--- src/rtl/cpwm_pkg.sv ---
package cpwm_pkg;

    // Timebase run control
    typedef enum logic [1:0] {
        TB_IDLE  = 2'd0,
        TB_RUN   = 2'd1,
        TB_DRAIN = 2'd2
    } tb_state_e;

    // Dead-band sequencer
    typedef enum logic [2:0] {
        DB_OFF    = 3'd0,
        DB_HI     = 3'd1,
        DB_GAP_LO = 3'd2,
        DB_LO     = 3'd3,
        DB_GAP_HI = 3'd4
    } db_state_e;

endpackage

--- src/rtl/cpwm_shadow.sv ---
module cpwm_shadow #(
    parameter int CNT_W = 16,
    parameter int DT_W  = 8
) (
    input  logic             clk,
    input  logic             rst_n,
    input  logic             load_stb,
    input  logic [CNT_W-1:0] period_in,
    input  logic [CNT_W-1:0] duty_in,
    input  logic [DT_W-1:0]  dead_in,
    input  logic             commit,
    output logic [CNT_W-1:0] act_per,
    output logic [CNT_W-1:0] act_duty,
    output logic [DT_W-1:0]  act_dead
);

    logic [CNT_W-1:0] sh_per;
    logic [CNT_W-1:0] sh_duty;
    logic [DT_W-1:0]  sh_dead;

    // A strobe in the same cycle as a commit is forwarded directly
    logic [CNT_W-1:0] src_per;
    logic [CNT_W-1:0] src_duty;
    logic [DT_W-1:0]  src_dead;

    always_comb begin
        src_per  = load_stb ? period_in : sh_per;
        src_duty = load_stb ? duty_in   : sh_duty;
        src_dead = load_stb ? dead_in   : sh_dead;
    end

    always_ff @(posedge clk) begin
        if (!rst_n) begin
            sh_per  <= '0;
            sh_duty <= '0;
            sh_dead <= '0;
        end else if (load_stb) begin
            sh_per  <= period_in;
            sh_duty <= duty_in;
            sh_dead <= dead_in;
        end
    end

    always_ff @(posedge clk) begin
        if (!rst_n) begin
            act_per  <= '0;
            act_duty <= '0;
            act_dead <= '0;
        end else if (commit) begin
            act_per  <= src_per;
            act_duty <= src_duty;
            act_dead <= src_dead;
        end
    end

endmodule

--- src/rtl/cpwm_timebase.sv ---
module cpwm_timebase
    import cpwm_pkg::*;
#(
    parameter int CNT_W = 16
) (
    input  logic             clk,
    input  logic             rst_n,
    input  logic             run_en,
    input  logic [CNT_W-1:0] act_per,
    output logic [CNT_W-1:0] cnt,
    output logic             running,
    output logic             idle,
    output logic             commit,
    output logic             pd_tick
);

    localparam int EXT_W = CNT_W + 1;

    tb_state_e state, state_nxt;
    logic      terminal;
    logic      wrap;

    // Last count of the period; period values 0 and 1 both end every cycle
    assign terminal = ({1'b0, cnt} + EXT_W'(1)) >= {1'b0, act_per};

    always_comb begin
        state_nxt = state;
        commit    = 1'b0;
        wrap      = 1'b0;
        unique case (state)
            TB_IDLE: begin
                if (run_en) begin
                    state_nxt = TB_RUN;
                    commit    = 1'b1;
                end
            end
            TB_RUN: begin
                if (terminal) begin
                    commit    = 1'b1;
                    wrap      = 1'b1;
                    state_nxt = run_en ? TB_RUN : TB_IDLE;
                end else if (!run_en) begin
                    state_nxt = TB_DRAIN;
                end
            end
            TB_DRAIN: begin
                if (terminal) begin
                    commit    = 1'b1;
                    wrap      = 1'b1;
                    state_nxt = run_en ? TB_RUN : TB_IDLE;
                end else if (run_en) begin
                    state_nxt = TB_RUN;
                end
            end
            default: state_nxt = TB_IDLE;
        endcase
    end

    always_ff @(posedge clk) begin
        if (!rst_n) state <= TB_IDLE;
        else        state <= state_nxt;
    end

    always_ff @(posedge clk) begin
        if (!rst_n) begin
            cnt     <= '0;
            pd_tick <= 1'b0;
        end else begin
            pd_tick <= wrap;
            if (state == TB_IDLE || wrap) cnt <= '0;
            else                          cnt <= cnt + CNT_W'(1);
        end
    end

    assign running = (state != TB_IDLE);
    assign idle    = (state == TB_IDLE);

endmodule

--- src/rtl/cpwm_deadband.sv ---
module cpwm_deadband
    import cpwm_pkg::*;
#(
    parameter int CNT_W = 16,
    parameter int DT_W  = 8
) (
    input  logic             clk,
    input  logic             rst_n,
    input  logic             running,
    input  logic [CNT_W-1:0] cnt,
    input  logic [CNT_W-1:0] act_duty,
    input  logic [DT_W-1:0]  act_dead,
    output logic             hs_out,
    output logic             ls_out
);

    db_state_e       state, state_nxt;
    logic [DT_W-1:0] gap, gap_nxt;
    logic            raw_hi;
    logic            dead_zero;

    assign raw_hi    = running && (cnt < act_duty);
    assign dead_zero = (act_dead == '0);

    always_comb begin
        state_nxt = state;
        gap_nxt   = gap;
        if (!running) begin
            state_nxt = DB_OFF;
            gap_nxt   = '0;
        end else begin
            unique case (state)
                DB_OFF: begin
                    gap_nxt = act_dead;
                    if (raw_hi) state_nxt = dead_zero ? DB_HI : DB_GAP_HI;
                    else        state_nxt = dead_zero ? DB_LO : DB_GAP_LO;
                end
                DB_HI: begin
                    if (!raw_hi) begin
                        gap_nxt   = act_dead;
                        state_nxt = dead_zero ? DB_LO : DB_GAP_LO;
                    end
                end
                DB_GAP_LO: begin
                    if (raw_hi)              state_nxt = DB_HI;
                    else if (gap <= DT_W'(1)) state_nxt = DB_LO;
                    else                     gap_nxt   = gap - DT_W'(1);
                end
                DB_LO: begin
                    if (raw_hi) begin
                        gap_nxt   = act_dead;
                        state_nxt = dead_zero ? DB_HI : DB_GAP_HI;
                    end
                end
                DB_GAP_HI: begin
                    if (!raw_hi)             state_nxt = DB_LO;
                    else if (gap <= DT_W'(1)) state_nxt = DB_HI;
                    else                     gap_nxt   = gap - DT_W'(1);
                end
                default: state_nxt = DB_OFF;
            endcase
        end
    end

    always_ff @(posedge clk) begin
        if (!rst_n) begin
            state <= DB_OFF;
            gap   <= '0;
        end else begin
            state <= state_nxt;
            gap   <= gap_nxt;
        end
    end

    // Drives come straight from flops so they cannot glitch
    always_ff @(posedge clk) begin
        if (!rst_n) begin
            hs_out <= 1'b0;
            ls_out <= 1'b0;
        end else begin
            hs_out <= (state_nxt == DB_HI);
            ls_out <= (state_nxt == DB_LO);
        end
    end

endmodule

--- src/rtl/cpwm_pair.sv ---
module cpwm_pair #(
    parameter int CNT_W = 16,
    parameter int DT_W  = 8
) (
    input  logic             clk,
    input  logic             rst_n,
    input  logic             run_en,
    input  logic             load_stb,
    input  logic [CNT_W-1:0] period_in,
    input  logic [CNT_W-1:0] duty_in,
    input  logic [DT_W-1:0]  dead_in,
    output logic             hs_out,
    output logic             ls_out,
    output logic             pd_tick
);

    logic [CNT_W-1:0] act_per;
    logic [CNT_W-1:0] act_duty;
    logic [DT_W-1:0]  act_dead;
    logic [CNT_W-1:0] cnt;
    logic             tb_running;
    logic             tb_idle;
    logic             tb_commit;

    cpwm_shadow #(.CNT_W(CNT_W), .DT_W(DT_W)) u_shadow (
        .clk       (clk),
        .rst_n     (rst_n),
        .load_stb  (load_stb),
        .period_in (period_in),
        .duty_in   (duty_in),
        .dead_in   (dead_in),
        .commit    (tb_commit),
        .act_per   (act_per),
        .act_duty  (act_duty),
        .act_dead  (act_dead)
    );

    cpwm_timebase #(.CNT_W(CNT_W)) u_timebase (
        .clk     (clk),
        .rst_n   (rst_n),
        .run_en  (run_en),
        .act_per (act_per),
        .cnt     (cnt),
        .running (tb_running),
        .idle    (tb_idle),
        .commit  (tb_commit),
        .pd_tick (pd_tick)
    );

    cpwm_deadband #(.CNT_W(CNT_W), .DT_W(DT_W)) u_deadband (
        .clk      (clk),
        .rst_n    (rst_n),
        .running  (tb_running),
        .cnt      (cnt),
        .act_duty (act_duty),
        .act_dead (act_dead),
        .hs_out   (hs_out),
        .ls_out   (ls_out)
    );

endmodule

--- config.mk ---
export PLATFORM = sky130hd
export DESIGN_NAME = cpwm_pair
export DESIGN_NICKNAME = d
export VERILOG_FILES = /design/src/rtl/cpwm_pkg.sv /design/src/rtl/cpwm_shadow.sv /design/src/rtl/cpwm_timebase.sv /design/src/rtl/cpwm_deadband.sv /design/src/rtl/cpwm_pair.sv
export SDC_FILE = /design/constraint.sdc
export NUM_CORES = 1
export LEC_CHECK = 0
export BUFFER_PORTS_ARGS = -buffer_cell sky130_fd_sc_hd__clkbuf_2
export CORE_ASPECT_RATIO = 1.1
export CORE_MARGIN = 3
export CORE_UTILIZATION = 60
export CTS_CLUSTER_SIZE = 28
export DETAILED_ROUTE_END_ITERATION = 10
export PLACE_DENSITY_LB_ADDON = 0.25
export SETUP_SLACK_MARGIN = 0.3
export SKIP_CTS_REPAIR_TIMING = 1
export SLEW_MARGIN = 0
export SYNTH_ARGS = -nofsm -noshare
export SYNTH_HDL_FRONTEND = slang
export SYNTH_SLANG_ARGS = --single-unit
--- constraint.sdc ---
create_clock -name clk -period 7.55 [get_ports clk]
set_input_delay 1.8875 -clock clk [delete_from_list [all_inputs] [get_ports clk]]
set_output_delay 1.8875 -clock clk [all_outputs]
set_load 0.005 [all_outputs]
* Word level (Yosys, flattened, before mapping) *
Index checks and enable logic that the tools add are counted.

operators by class
  bitwise operators = 1
  $add $sub $neg = 3
  mux-type cells = 30
  order comparisons = 3
  reductions and logical operators = 11
  equality and inequality tests = 13

operator list
  operator                                                                           number
  8-bit two-way mux                                                                  6
  8-bit one-hot mux with 5 select lines                                              1
  16-bit two-way mux                                                                 2
  3-bit two-way mux                                                                  9
  16-bit by 1-bit adder with 17-bit output (second input constant)                   1
  17-bit by 16-bit greater-or-equal comparator with 1-bit output                     1
  16-bit by 1-bit adder with 16-bit output (second input constant)                   1
  16-bit < comparator                                                                1
  3-bit one-hot mux with 5 select lines                                              1
  3-bit by 2-bit equality test with 1-bit output (second input constant)             3
  8-bit by 1-bit less-or-equal comparator with 1-bit output (second input constant)  1
  8-bit zero test                                                                    1
  2-bit two-way mux                                                                  4
  8-bit by 1-bit subtractor with 8-bit output (second input constant)                1
  3-bit by 1-bit equality test with 1-bit output (second input constant)             2
  2-bit one-hot mux with 3 select lines                                              1
  1-bit two-way mux                                                                  5
  5-bit AND reduction                                                                1
  5-bit nonzero test                                                                 1
  2-bit by 1-bit != test with 1-bit output (second input constant)                   2
  2-bit != test (second input constant)                                              2
  2-bit OR reduction                                                                 2
  3-bit equality test (second input constant)                                        1
  3-bit zero test                                                                    1
  other kinds (10)                                                                   10

word-level totals
  register bits after elaboration = 112
  output and inout port bits = 3

* Logic depth before layout (Yosys ltp) *
  word-level depth = 6
  mapped depth = 15
  depth with buffers taken out = 13

* By module *
Synthesis repeated with hierarchy kept, for this count alone.

second synthesis, totals
  cell total of the unflattened synthesis = 599
  area total of the unflattened synthesis = 5594.1 um^2

modules (own cells, without submodules)
  module         cells an instance  area an instance (um^2)  instances
  cpwm_shadow    262                2819.0                   1
  cpwm_timebase  161                1388.8                   1
  cpwm_deadband  176                1386.3                   1

* Worst setup path after synthesis *
Ideal clock, no wire load.

  path kind = register to register
  start = register u_timebase.cnt[0]
  end = register u_timebase.cnt[10]
  library setup time = 0.066 ns
  stages on the path, launching flop included = 14
  arrival = 2.952 ns
  period minus slack after synthesis = 3.018 ns
  setup slack = 4.532 ns
  buffers on the path = 1
  path through = dfxtp_1 > ha_1 > nand3_1 > nor3_1 > and3_1 > xor2_1 > ha_1 > a21oi_1 > nor2b_1 > a311o_1 > a211oi_2 > o21ai_2 > clkbuf_1 > nor2b_1

between the ends
  word-level cells in the longest chain between the ends = 6
  elaborated cells on any way between the ends = 7
  those cells by class = add/sub (2); order compare (1); mux (2); reduce/logical (2)

ends and longest elaborated chain
  item                                                            RTL line                                  text
  from (decl)                                                     cpwm_timebase.sv:10                       output logic [CNT_W-1:0] cnt,
  from (signal assigned)                                          cpwm_timebase.sv:71                       else cnt <= cnt + CNT_W'(1);
  16-bit by 1-bit adder with 17-bit output                        cpwm_timebase.sv:24                       assign terminal = ({1'b0, cnt} + EXT_W'(1)) >= {1'b0, act_per};
  17-bit by 16-bit greater-or-equal comparator with 1-bit output  cpwm_timebase.sv:24
  1-bit two-way mux                                               cpwm_timebase.sv:38, cpwm_timebase.sv:47
  1-bit two-way mux                                               -
  1-bit logical OR                                                cpwm_timebase.sv:70                       if (state == TB_IDLE || wrap) cnt <= '0;
  2-bit OR reduction (no source line)                             -

Parallel ways exist; a longest one is shown, timed or not.
A chain may end at the register's enable or synchronous reset.

* Worst setup path after layout *
  start = register u_timebase.cnt[0]
  end = register u_timebase.state[0]

between the ends
  word-level cells in the longest chain between the ends = 4
  elaborated cells on any way between the ends = 6
  those cells by class = add/sub (1); order compare (1); eq/ne (1); mux (3)

ends and longest elaborated chain
  item                                                              RTL line                                  text
  16-bit by 1-bit adder with 17-bit output *                        cpwm_timebase.sv:24
  17-bit by 16-bit greater-or-equal comparator with 1-bit output *  cpwm_timebase.sv:24
  2-bit two-way mux, on equally long branches                       cpwm_timebase.sv:47, cpwm_timebase.sv:38
  2-bit one-hot mux with 3 select lines                             cpwm_timebase.sv:30                       unique case (state)
  to (signal assigned)                                              cpwm_timebase.sv:61                       else state <= state_nxt;
  to (decl)                                                         cpwm_timebase.sv:19                       tb_state_e state, state_nxt;

Mark *: on every way between the ends. The rest lies on a longest branch, timed or not.

==> flow_summary.json <==
{
  "status": "finished clean",
  "nets": 787,
  "core_area_um2": 9540,
  "vdd_drop_max_mv": 0.165,
  "grt_max_degree": 45,
  "fin_ws_ns": 3.45,
  "ys_ff_latch": 112,
  "cts_sinks": 112,
  "cp_max_fo": 30,
  "clockBufferDepth": 2,
  "power_frac_comb": 0.432,
  "fin_tns_setup_ns": 0,
  "crit_arrival_ns": 4.41,
  "drt-met1-wl_um": 6130,
  "synth-edff-count": 0,
  "highest_layer": "met4",
  "ff_latch_area_um2": 2240,
  "netlist_area_um2": 6010,
  "reg2reg_slack_ns": 3.45,
  "power.leakage_uw": 0.00258,
  "die_h_um": 111,
  "max_cap_viol_count": 0,
  "pwr-share-clk": 0.186,
  "dr.pass1.iters": 7,
  "multi_input_area_um2": 3440,
  "antenna_found_initial": 0,
  "cts-root-buf": "clkbuf_8",
  "slew_violations": 0,
  "drtAntennaViolNets": 0,
  "power_density_nw_per_um2": 304,
  "avgSynthCellArea_um2": 8.77,
  "hpwl_um": 9260,
  "hold_violations": 0,
  "max_slew.worst_pin.slew_ns": 0.976,
  "cp-end-kind": "flop",
  "path_clk_slew_ns": 0.10,
  "met3_wirelength_um": 630,
  "dieArea_um2": 11300,
  "portBuffers": 46,
  "syn_inst": 685,
  "grt.total_usage": 0.249,
  "n_fill_cell": 794,
  "yosysSeqAreaShare": 0.373,
  "cts_tree": "yes",
  "critPathLaunchType": "flop",
  "layout-drive-gt1-share": 0.168,
  "start_util": 0.630,
  "power_switching_uw": 837,
  "grt_setup_unrepaired": "no",
  "gp_congestion": 0.853,
  "place_ws_ns": 3.27,
  "synthToLayoutAreaGrowth_pct": 7.77,
  "p_sw_frac": 0.425,
  "first_global_vias": 5143,
  "drt_wl_total_um": 13600,
  "syn_nets": 767,
  "finalCriticalPeriod_ns": 4.10,
  "yosysUniqueCellTypes": 53,
  "grt_pass1_wl_um": 23500,
  "relSlewSlack": 0.349,
  "grt_overflow_total": 0,
  "async_flop_share": 0,
  "vias": 5182,
  "setup_viol": 0,
  "clk_latency_ns": 0.37,
  "fp-row-count": 37,
  "detail_route.drc_violations": 0,
  "ctsHtreeMaxLevel": 3,
  "diodes": 0,
  "vias_per_cell": 6.27,
  "yosysTopAreaCell": "dfxtp_1",
  "finClkSkew_ns": 0.0103,
  "wl_per_cell_um": 16.5,
  "met2_length_um": 6660,
  "worstPathRequired_ns": 7.87,
  "crit_type": "reg2reg",
  "hp-class": "reg2reg",
  "ys_warn_count": 0,
  "timing.final.crit_share": 0.543,
  "io_pins": 47,
  "cts_buffers": 9,
  "dominantRegCellSynth": "dfxtp_1",
  "synth_area_leaders": "dfxtp_1 (37%), ha_1 (7.9%), nand3_1 (7.7%)",
  "p_int_uw": 1130,
  "dieWidth_um": 101,
  "fmax_mhz": 244,
  "drtIter0Drc": 371,
  "yosysTopAreaCellShare": 0.373,
  "power_frac_seq": 0.382
}
## cell usage after synthesis (all sizes together), types with 2 or more instances
cell type,n
a32o,5
and2,41
a211oi,3
o31a,2
a21o,6
nand3,93
a31oi,44
nor2b,18
nand4,4
a21oi,18
or3,3
mux2,41
a22oi,41
and3,7
clkbuf,29
nor3,12
xor2,8
o22ai,4
o211ai,3
o221ai,3
nor2,29
o21ai,9
mux2i,2
xnor2,8
inv,43
nand2,21
buf,15
ha,38
nor3b,2
dfxtp,112
nor4,4
nand2b,2
## path summary, 6_finish.rpt
kind	start	to	cells after the start
hold reg to reg	u_shadow.act_duty[0]	u_shadow.act_duty[0]	2
setup / recovery	u_timebase.cnt[0]	u_timebase.state[0]	14
hold / removal	u_shadow.act_duty[0]	u_shadow.act_duty[0]	2
setup reg to reg	u_timebase.cnt[0]	u_timebase.state[0]	14
## layer usage
metal	GRT usage	up-vias
met4	0.0683	0
li1	-	2518
met3	0.0365	22
met5	0	-
met2	0.418	169
met1	0.331	2473
## kinds of logic (layout without fill, tap and decap cells)
kind of cell,count (synthesis),count (layout),share of synthesized area
fa+ha+maj,38,38,0.0791
flops,112,112,0.373
simple gates,239,239,0.208
mux,43,43,0.0802
compound gates,149,149,0.180
xor+xnor,16,16,0.0233
buf+inv,88,113,0.0564
## final cells by class
class | instances | share of cell area
timing repair buffer | 53 | 0.0437
multi-input combinational | 485 | 0.531
inverter | 44 | 0.0255
clock buffer | 12 | 0.0224
clock inverter | 4 | 0.00831
tap | 117 | 0.0226
sequential | 112 | 0.346
## power groups by stage
stage / clock network (µW) / logic, µW / registers [µW]
after floorplan: 0 / 661 / 733
final: 367 / 850 / 752
after CTS: 367 / 840 / 749
after detailed placement: 0 / 833 / 763
after global placement: 0 / 809 / 757
after global routing: 393 / 943 / 763
## state kept, by name, indices dropped and copies added, names as in the netlist, 2 cells and up
signal,flops
u_shadow.act_duty,16
u_shadow.act_per,16
u_shadow.sh_duty,16
u_shadow.sh_per,16
u_timebase.cnt,16
u_deadband.gap,8
u_shadow.act_dead,8
u_shadow.sh_dead,8
u_deadband.state,3
u_timebase.state,2
## through the flow
step	utilization	cell area, µm²	std cells	power (µW)	hold WS, ns
after floorplan	-	6010	685	1390	0.456
after global placement	0.658	6280	811	1570	0.482
after detailed placement	0.658	6280	811	1600	0.489
after CTS	0.679	6470	827	1960	0.506
after global routing	0.679	6470	827	2100	0.519
final	0.679	6470	827	1970	0.502
## critical path, cell delays in order (launching register included)
cell and delay, ns:
dfxtp_1 0.46, ha_1 0.23, nand3_1 0.15, nor3_1 0.47, and3_1 0.24, xor2_1 0.28
ha_1 0.31, a21oi_1 0.16, nor2b_1 0.06, o21ai_0 0.20, o211ai_1 0.20, a211o_1 0.53
buf_4 0.34, a211oi_1 0.24, o31a_1 0.18
## layout by cell type, fill, tap and decap left out, types with 4 or more instances in the layout
master    synthesis  final
xnor2_1           8      8
clkbuf_2          0     46
mux2_2           41     41
a21o_1            6      6
inv_1            43     43
nor4_1            4      4
nand2_1          21     21
ha_1             38     38
o22ai_1           4      4
a21oi_1          18     18
clkbuf_8          0     10
nand3_1          93     93
and2_1           41     41
a22oi_1          41     41
xor2_1            8      8
nand4_1           4      4
nor2_1           29     27
buf_4             0      7
nor3_1           12     12
nor2b_1          18     18
and3_1            7      7
dfxtp_1         112    112
o21ai_0           6      6
a31oi_1          43     43
a32o_1            5      5
(Power assumes the default switching activity.)
